--- src/rtl/dual_dac_fe_pkg.sv ---
package dual_dac_fe_pkg;
  localparam int unsigned ADDR_W = 2;
  localparam int unsigned N_CHAN = 2;

  typedef enum logic [ADDR_W-1:0] {
    SEL_NONE = 2'b00,
    SEL_A    = 2'b01,
    SEL_B    = 2'b10,
    SEL_BOTH = 2'b11
  } chan_sel_e;
endpackage

--- src/rtl/dual_dac_fe_sync.sv ---
module dual_dac_fe_sync #(
  parameter int unsigned WIDTH = 1,
  parameter logic [WIDTH-1:0] RST_VAL = '0
) (
  input  logic             clk_i,
  input  logic             rst_ni,
  input  logic [WIDTH-1:0] d_i,
  output logic [WIDTH-1:0] q_o
);
  logic [WIDTH-1:0] meta_q, sync_q;

  always_ff @(posedge clk_i or negedge rst_ni) begin
    if (!rst_ni) begin
      meta_q <= RST_VAL;
      sync_q <= RST_VAL;
    end else begin
      meta_q <= d_i;
      sync_q <= meta_q;
    end
  end

  assign q_o = sync_q;
endmodule

--- src/rtl/dual_dac_fe_shifter.sv ---
module dual_dac_fe_shifter
  import dual_dac_fe_pkg::*;
#(
  parameter int unsigned DATA_W = 16
) (
  input  logic              clk_i,
  input  logic              rst_ni,
  input  logic              sclk_s_i,
  input  logic              csn_s_i,
  input  logic              sdi_s_i,
  output logic              commit_o,
  output chan_sel_e         addr_o,
  output logic [DATA_W-1:0] data_o
);
  localparam int unsigned FRAME_W = DATA_W + ADDR_W;
  localparam int unsigned CNT_W   = $clog2(FRAME_W + 1);
  localparam logic [CNT_W-1:0] CNT_FULL = CNT_W'(FRAME_W);

  logic               sclk_d_q, csn_d_q;
  logic [FRAME_W-1:0] sr_q;
  logic [CNT_W-1:0]   cnt_q;
  logic               sclk_rise, csn_rise;

  assign sclk_rise = sclk_s_i & ~sclk_d_q;
  assign csn_rise  = csn_s_i & ~csn_d_q;

  always_ff @(posedge clk_i or negedge rst_ni) begin
    if (!rst_ni) begin
      sclk_d_q <= 1'b0;
      csn_d_q  <= 1'b1;
      sr_q     <= '0;
      cnt_q    <= '0;
    end else begin
      sclk_d_q <= sclk_s_i;
      csn_d_q  <= csn_s_i;
      if (csn_s_i) begin
        cnt_q <= '0;
      end else if (sclk_rise) begin
        sr_q <= {sr_q[FRAME_W-2:0], sdi_s_i};
        if (cnt_q != CNT_FULL) cnt_q <= cnt_q + 1'b1;
      end
    end
  end

  // Commit only a complete frame; the counter is cleared one cycle after the rise.
  assign commit_o = csn_rise && (cnt_q == CNT_FULL);
  assign addr_o   = chan_sel_e'(sr_q[FRAME_W-1 -: ADDR_W]);
  assign data_o   = sr_q[DATA_W-1:0];
endmodule

--- src/rtl/dual_dac_fe_chan.sv ---
module dual_dac_fe_chan #(
  parameter int unsigned DATA_W = 16
) (
  input  logic              clk_i,
  input  logic              rst_ni,
  input  logic              clr_i,
  input  logic              mid_i,
  input  logic              wr_i,
  input  logic [DATA_W-1:0] din_i,
  input  logic              xfer_i,
  output logic [DATA_W-1:0] in_o,
  output logic [DATA_W-1:0] dac_o
);
  localparam logic [DATA_W-1:0] MID_VAL = {1'b1, {(DATA_W-1){1'b0}}};

  logic [DATA_W-1:0] preset;
  assign preset = mid_i ? MID_VAL : '0;

  always_ff @(posedge clk_i or negedge rst_ni) begin
    if (!rst_ni) begin
      in_o  <= '0;
      dac_o <= '0;
    end else if (clr_i) begin
      in_o  <= preset;
      dac_o <= preset;
    end else begin
      if (wr_i)   in_o  <= din_i;
      if (xfer_i) dac_o <= in_o;
    end
  end
endmodule

--- src/rtl/dual_dac_fe.sv ---
module dual_dac_fe
  import dual_dac_fe_pkg::*;
#(
  parameter int unsigned DATA_W = 16
) (
  input  logic              clk_i,
  input  logic              rst_ni,
  input  logic              sclk_i,
  input  logic              csn_i,
  input  logic              sdi_i,
  input  logic              ld_ni,
  input  logic              clr_ni,
  input  logic              mid_sel_i,
  output logic [DATA_W-1:0] dac_a_o,
  output logic [DATA_W-1:0] dac_b_o
);
  localparam int unsigned N_SYNC = 6;
  // bit order: mid_sel, clr_n, ld_n, sdi, csn, sclk
  localparam logic [N_SYNC-1:0] SYNC_RST = 6'b011010;

  logic [N_SYNC-1:0] raw_in, sync_out;
  logic sclk_s, csn_s, sdi_s, ld_act, clr_act, mid_s;

  assign raw_in = {mid_sel_i, clr_ni, ld_ni, sdi_i, csn_i, sclk_i};

  dual_dac_fe_sync #(.WIDTH(N_SYNC), .RST_VAL(SYNC_RST)) sync_i (
    .clk_i (clk_i),
    .rst_ni(rst_ni),
    .d_i   (raw_in),
    .q_o   (sync_out)
  );

  assign sclk_s  = sync_out[0];
  assign csn_s   = sync_out[1];
  assign sdi_s   = sync_out[2];
  assign ld_act  = ~sync_out[3];
  assign clr_act = ~sync_out[4];
  assign mid_s   = sync_out[5];

  logic              commit;
  chan_sel_e         frame_addr;
  logic [DATA_W-1:0] frame_data;

  dual_dac_fe_shifter #(.DATA_W(DATA_W)) shift_i (
    .clk_i   (clk_i),
    .rst_ni  (rst_ni),
    .sclk_s_i(sclk_s),
    .csn_s_i (csn_s),
    .sdi_s_i (sdi_s),
    .commit_o(commit),
    .addr_o  (frame_addr),
    .data_o  (frame_data)
  );

  logic [N_CHAN-1:0]             wr_sel;
  logic [N_CHAN-1:0][DATA_W-1:0] in_q;
  logic [N_CHAN-1:0][DATA_W-1:0] dac_q;

  for (genvar c = 0; c < N_CHAN; c++) begin : g_chan
    // address bit c selects channel c (bit 0 = A, bit 1 = B)
    assign wr_sel[c] = commit & frame_addr[c];

    dual_dac_fe_chan #(.DATA_W(DATA_W)) chan_i (
      .clk_i (clk_i),
      .rst_ni(rst_ni),
      .clr_i (clr_act),
      .mid_i (mid_s),
      .wr_i  (wr_sel[c]),
      .din_i (frame_data),
      .xfer_i(ld_act),
      .in_o  (in_q[c]),
      .dac_o (dac_q[c])
    );
  end

  assign dac_a_o = dac_q[0];
  assign dac_b_o = dac_q[1];
endmodule

--- config.mk ---
export PLATFORM = sky130hd
export DESIGN_NAME = dual_dac_fe
export DESIGN_NICKNAME = d
export VERILOG_FILES = /design/src/rtl/dual_dac_fe_pkg.sv /design/src/rtl/dual_dac_fe_sync.sv /design/src/rtl/dual_dac_fe_shifter.sv /design/src/rtl/dual_dac_fe_chan.sv /design/src/rtl/dual_dac_fe.sv
export SDC_FILE = /design/constraint.sdc
export NUM_CORES = 1
export LEC_CHECK = 0
export CORE_ASPECT_RATIO = 1.75
export CORE_MARGIN = 8
export CORE_UTILIZATION = 40
export CTS_BUF_LIST = sky130_fd_sc_hd__clkbuf_4
export DETAILED_ROUTE_END_ITERATION = 10
export PLACE_DENSITY = 0.67
export SETUP_SLACK_MARGIN = 0.1
export SLEW_MARGIN = 0
export SYNTH_ARGS = -nofsm -noshare
export SYNTH_HDL_FRONTEND = slang
export SYNTH_SLANG_ARGS = --single-unit
export TNS_END_PERCENT = 20
--- constraint.sdc ---
create_clock -name clk_i -period 2.1 [get_ports clk_i]
set_clock_uncertainty 0.2 [all_clocks]
set_input_delay 0.42 -clock clk_i [delete_from_list [all_inputs] [get_ports clk_i]]
set_output_delay 0.42 -clock clk_i [all_outputs]
set_load 0.02 [all_outputs]
Word level (Yosys, flattened, before mapping). Index checks and enable logic that the tools add are counted.

Equal/unequal tests: 5. Muxes and demuxes: 12. $add $sub $neg: 1. Reductions and logical operators: 5. Bitwise logic cells: 7.

Operators by type and width (number): 16-bit 2-to-1 mux (9); 5-bit 2-to-1 mux (3); 5-bit by 1-bit adder with 5-bit output, second input constant (1); 5-bit equality test, second input constant (1); 5-bit != test, second input constant (1); 1-bit AND (4); 2-bit by 1-bit != test with 1-bit output, second input constant (2); 2-bit AND reduction (2); 2-bit nonzero test (2); 1-bit NOT (3); 2-bit != test, second input constant (1); 1-bit logical AND (1).

Word-level logic and storage cells: 40. Register bits: 101. Bits of input ports: 8.

Logic depth before layout (Yosys ltp).
Word-level depth: 6. Depth in mapped cells: 7.

Hierarchy. A second synthesis with hierarchy kept.

Cells, all modules: 293. Area, all modules: 4038.9 um^2.

By module, submodules not included: dual_dac_fe_chan (seq. area each 800.8 um^2, area an instance 1320.0 um^2, times used 2, cells each 104); dual_dac_fe_shifter (seq. area each 626.9 um^2, area an instance 1071.0 um^2, times used 1, cells each 69); dual_dac_fe_sync (seq. area each 307.8 um^2, area an instance 307.8 um^2, times used 1, cells each 12); dual_dac_fe (seq. area each 0.0 um^2, area an instance 20.0 um^2, times used 1, cells each 4).

Worst setup path before layout. OpenSTA, ideal clock, no wires.

Path kind: flip-flop to flip-flop. From: register shift_i.sclk_d_q. To: register shift_i.sr_q[10]. Slack: 0.384 ns. Period minus slack after synthesis: 1.716 ns. Library setup time: 0.125 ns. Buffers on the path: 1. Arrival time: 1.391 ns. Data required time: 1.775 ns. Stages on the path, launching flop included: 5. Path through: dfrtp_1 nand2b_1 nor2_2 buf_4 mux2_2.

Longest elaborated chain between the ends: 3.

Ends and longest elaborated chain: start: declaration (RTL line dual_dac_fe_shifter.sv:19) `logic sclk_d_q, csn_d_q;`; start signal: assignment (RTL line dual_dac_fe_shifter.sv:34) `sclk_d_q <= sclk_s_i;`; 1-bit NOT (RTL line dual_dac_fe_shifter.sv:24) `assign sclk_rise = sclk_s_i & ~sclk_d_q;`; 1-bit AND (RTL line dual_dac_fe_shifter.sv:24); 2-bit AND reduction (no line); end signal: assignment (RTL line dual_dac_fe_shifter.sv:39) `sr_q <= {sr_q[FRAME_W-2:0], sdi_s_i};`; end: declaration (RTL line dual_dac_fe_shifter.sv:20) `logic [FRAME_W-1:0] sr_q;`.

No other way between the ends. A chain may end at the register's enable or synchronous reset.

Worst setup path in the final report.
From: register shift_i.cnt_q[0]. To: register g_chan[0].chan_i.in_o[10].

Longest elaborated chain between the ends: 4.

Ends and longest elaborated chain: start: declaration (RTL line dual_dac_fe_shifter.sv:21) `logic [CNT_W-1:0] cnt_q;`; start signal: assignment (RTL line dual_dac_fe_shifter.sv:40) `if (cnt_q != CNT_FULL) cnt_q <= cnt_q + 1'b1;`; 5-bit equality test (RTL line dual_dac_fe_shifter.sv:46) `assign commit_o = csn_rise && (cnt_q == CNT_FULL);`; 1-bit logical AND (RTL line dual_dac_fe_shifter.sv:46); 1-bit AND (RTL line dual_dac_fe.sv:61) `assign wr_sel[c] = commit & frame_addr[c];`; 2-bit by 1-bit != test with 1-bit output (no line); end signal: assignment (RTL line dual_dac_fe_chan.sv:24) `in_o <= preset;`; end signal: assignment (RTL line dual_dac_fe_chan.sv:27) `if (wr_i) in_o <= din_i;`; end: declaration (RTL line dual_dac_fe_chan.sv:11) `output logic [DATA_W-1:0] in_o,`.

No other way between the ends.

==> reports/metrics.cfg <==
[outcome]
status = complete, no violations

[place]
dp_cells = 492
place_hpwl_um = 5460
placed_cell_area_sq_um = 4710
port-buffer-count = 39
gp_congestion = 0.734

[timing]
tightest_slew_ns = 0.412
rsz0062_at_grt = no
drv_slew = 0
holdWs_ns = 0.163
clock.fmax_mhz = 546
slew_headroom = 0.725
finalSetupTns_ns = 0
finalSetupViolations = 0
finalHoldViolations = 0
min_period_over_period = 0.872
period_needed_ns = 1.83

[hold_path]
hold_path.class = reg -> reg
min-delay-start = sync_i.meta_q[2]

[power_and_ir_drop]
clkPwrFrac = 0.294
pwr-share-comb = 0.070
p_int_mw = 2.56
power_switching_mw = 0.807
seq_power_share = 0.636
ir_worst_vdd_mv = 0.410
leakage_nw = 2.60
p_per_area_nw_per_um2 = 684
switching_share = 0.240

[critical_path]
timing.critical_path.buf_inv = 2
worstSetupEndpointType = flop
crit_chain = inv_1, ha_1, and4bb_1, buf_6, nand3_1, a21boi_0
ff2ff_setup_slack_ns = 0.27
critPathArrivalTime_ns = 2.01
cp_slowest_cell = dfrtp_1
r2r_start = shift_i.cnt_q[0]
worstPathRequired_ns = 2.28
criticalPathCategory = reg -> reg
critical_path_peak_fanout = 34
cp_slowest_stage_delay_ns = 0.45
critPathTopFamily = flip-flops
startpoint = shift_i.cnt_q[0]
startpoint_type = flop

[yosys]
synthXorXnorAreaFrac = 0
yosysWarnings = 0
synth_compound_area_frac = 0.111
synthAdderAreaFrac = 0.00604
synth-simple-area-share = 0.113
synth-edff-count = 0
netlist_area_sq_um = 4140
synthCells = 336
yosysUniqueCellTypes = 28
ys.flop_type = dfrtp_1
syn_nets = 346
syn_avg_cell_area_sq_um = 12.3
yosys_register_bits = 101
synthMuxAreaShare = 0.126
synth_top_family_by_area = multiplexers
async_flop_share = 1.00
ys_seq_area_frac = 0.613

[floorplan]
io_pins = 40
die_w_um = 92.9
core-area_sq_um = 10200
die-area_sq_um = 14000
die_y_um = 151
rows = 49
initial_core_util = 0.407

[finish]
postLayoutCellArea_sq_um = 4920
post-route-util = 0.483
final_cell_mix = dfrtp_1 (94), o21ai_0 (37), mux2i_1 (32), nand3_1 (32), nor2b_1 (30)
final-instance-count-excl-fill = 510
syn2layout_area_growth_pct = 18.8
finalNetCount = 387
final_common_cell = dfrtp_1
drive_gt1_frac = 0.149

[drt]
firstDrtPassIters = 4
viasPerCell = 5.14
drcViolationCount = 0
drtIter0Drc = 190
routedWlPerCell_um = 15.9
drtAntennaViolNets = 0
wl_um = 8110
dr_total_vias = 2619

[grt]
grt_antenna_before_repair = 1
overflow = 0
grt_pass1_vias = 2732
grt_usage = 0.125
grt_max_degree = 66
grt_pass1_wl_um = 13800

[clock_tree]
clk_pin_slew_worst_paths_ns = 0.15
cts_made_buffers = 9
cts_tree = built
htree_levels = 3
cts_sinks = 101
cts_root_buffer = clkbuf_4
insertion_delay_ns = 0.45
cts_buffer_depth = 2

[job]
max_cap_violations = 0

[cell type report]
type                    instances  area (sq um)
fillers                       964          5260
inverters                       2          7.51
multi-input cells             207          1470
clock inverters                 5          51.3
flip-flops and latches        101          2540
diodes                          1          2.50
clock buffers                  11          82.6
well taps                     127           159
repair buffers                 56           604
[repair_timing]
item	in CTS	in global routing
setup buffers	0	0
gates resized for setup	6	27
hold endpoints to repair	25	0
setup endpoints to repair	32	29
hold buffers	1	0
[final timing paths]
path                                             end  cells after the start
max                        g_chan[0].chan_i.in_o[10]                      6
min                                    sync_i.q_o[2]                      0
max reg2reg                g_chan[0].chan_i.in_o[10]                      6
min reg2reg                            sync_i.q_o[2]                      0
max in group asynchronous            shift_i.csn_d_q                      3
min in group asynchronous  g_chan[1].chan_i.dac_o[1]                      2
[power by group through the flow]
stage / Sequential (mW) / Combinational, mW / Clock, mW
3_3_place_gp: 2.18 / 0.232 / 0
4_1_cts: 2.14 / 0.243 / 1.02
6_report: 2.14 / 0.235 / 0.988
3_5_place_dp: 2.18 / 0.241 / 0
5_1_grt: 2.16 / 0.261 / 1.12
2_1_floorplan: 2.15 / 0.147 / 0
[flip-flops by register name (all words and copies together) (netlist names)]
name and cells:
g_chan.chan_i.in_o 32, shift_i.csn_d_q 1, sync_i.q_o 6, shift_i.sclk_d_q 1, shift_i.sr_q 18, shift_i.cnt_q 5, g_chan.chan_i.dac_o 32, sync_i.meta_q 6
[metrics by stage]
| step | worst slack, ns | power (mW) |
|---|---|---|
| after floorplan | 0.384 | 2.29 |
| after global placement | 0.341 | 2.41 |
| after detailed placement | 0.221 | 2.42 |
| after CTS | 0.0100 | 3.41 |
| after global routing | 0.143 | 3.54 |
| final | 0.270 | 3.36 |
[synthesized netlist by cell type, types with 2 or more instances]
cell      instances  area share
a21boi_0         23       0.042
a21boi_1          7       0.013
a21oi_1           7      0.0085
a31oi_1           2      0.0030
and3b_1           2      0.0042
buf_2             9       0.011
clkbuf_1         13       0.012
clkbuf_2          2      0.0024
dfrtp_1          94        0.57
dfstp_2           7       0.044
ha_1              2      0.0060
inv_1             2      0.0018
mux2_2           18       0.049
mux2i_1          32       0.077
nand2_1           2      0.0018
nand3_1          32       0.039
nand3b_1          3      0.0054
nor2b_1          30       0.045
o21ai_0          37       0.045
or3_1             4      0.0060
[worst register-to-register path, stage by stage, from the launching register on]
cell and delay [ns]:
dfrtp_1 0.45, inv_1 0.08, ha_1 0.16, and4bb_1 0.27
buf_6 0.28, nand3_1 0.13, a21boi_0 0.20
[per-layer routing]
metal	track usage	vias to the layer above	share of wire	wire length, um
li1	-	1266	-	-
met1	0.145	1303	0.42	3420
met3	0.0285	12	0.037	304
met5	0	-	0	0
met2	0.209	38	0.52	4220
met4	0.0633	0	0.021	170
[cells by family (layout without fill, tap and decap cells)]
| kind of cell | count (synthesis) | after routing |
|---|---|---|
| AND/OR/NAND/NOR | 79 | 79 |
| other | 0 | 1 |
| flip-flops | 101 | 101 |
| multiplexers | 50 | 50 |
| AO/OA/AOI/OAI | 76 | 76 |
| buffers and inverters | 28 | 74 |
| adder cells (fa/ha/maj) | 2 | 2 |
Note: power is estimated with default switching activity, not from simulation.
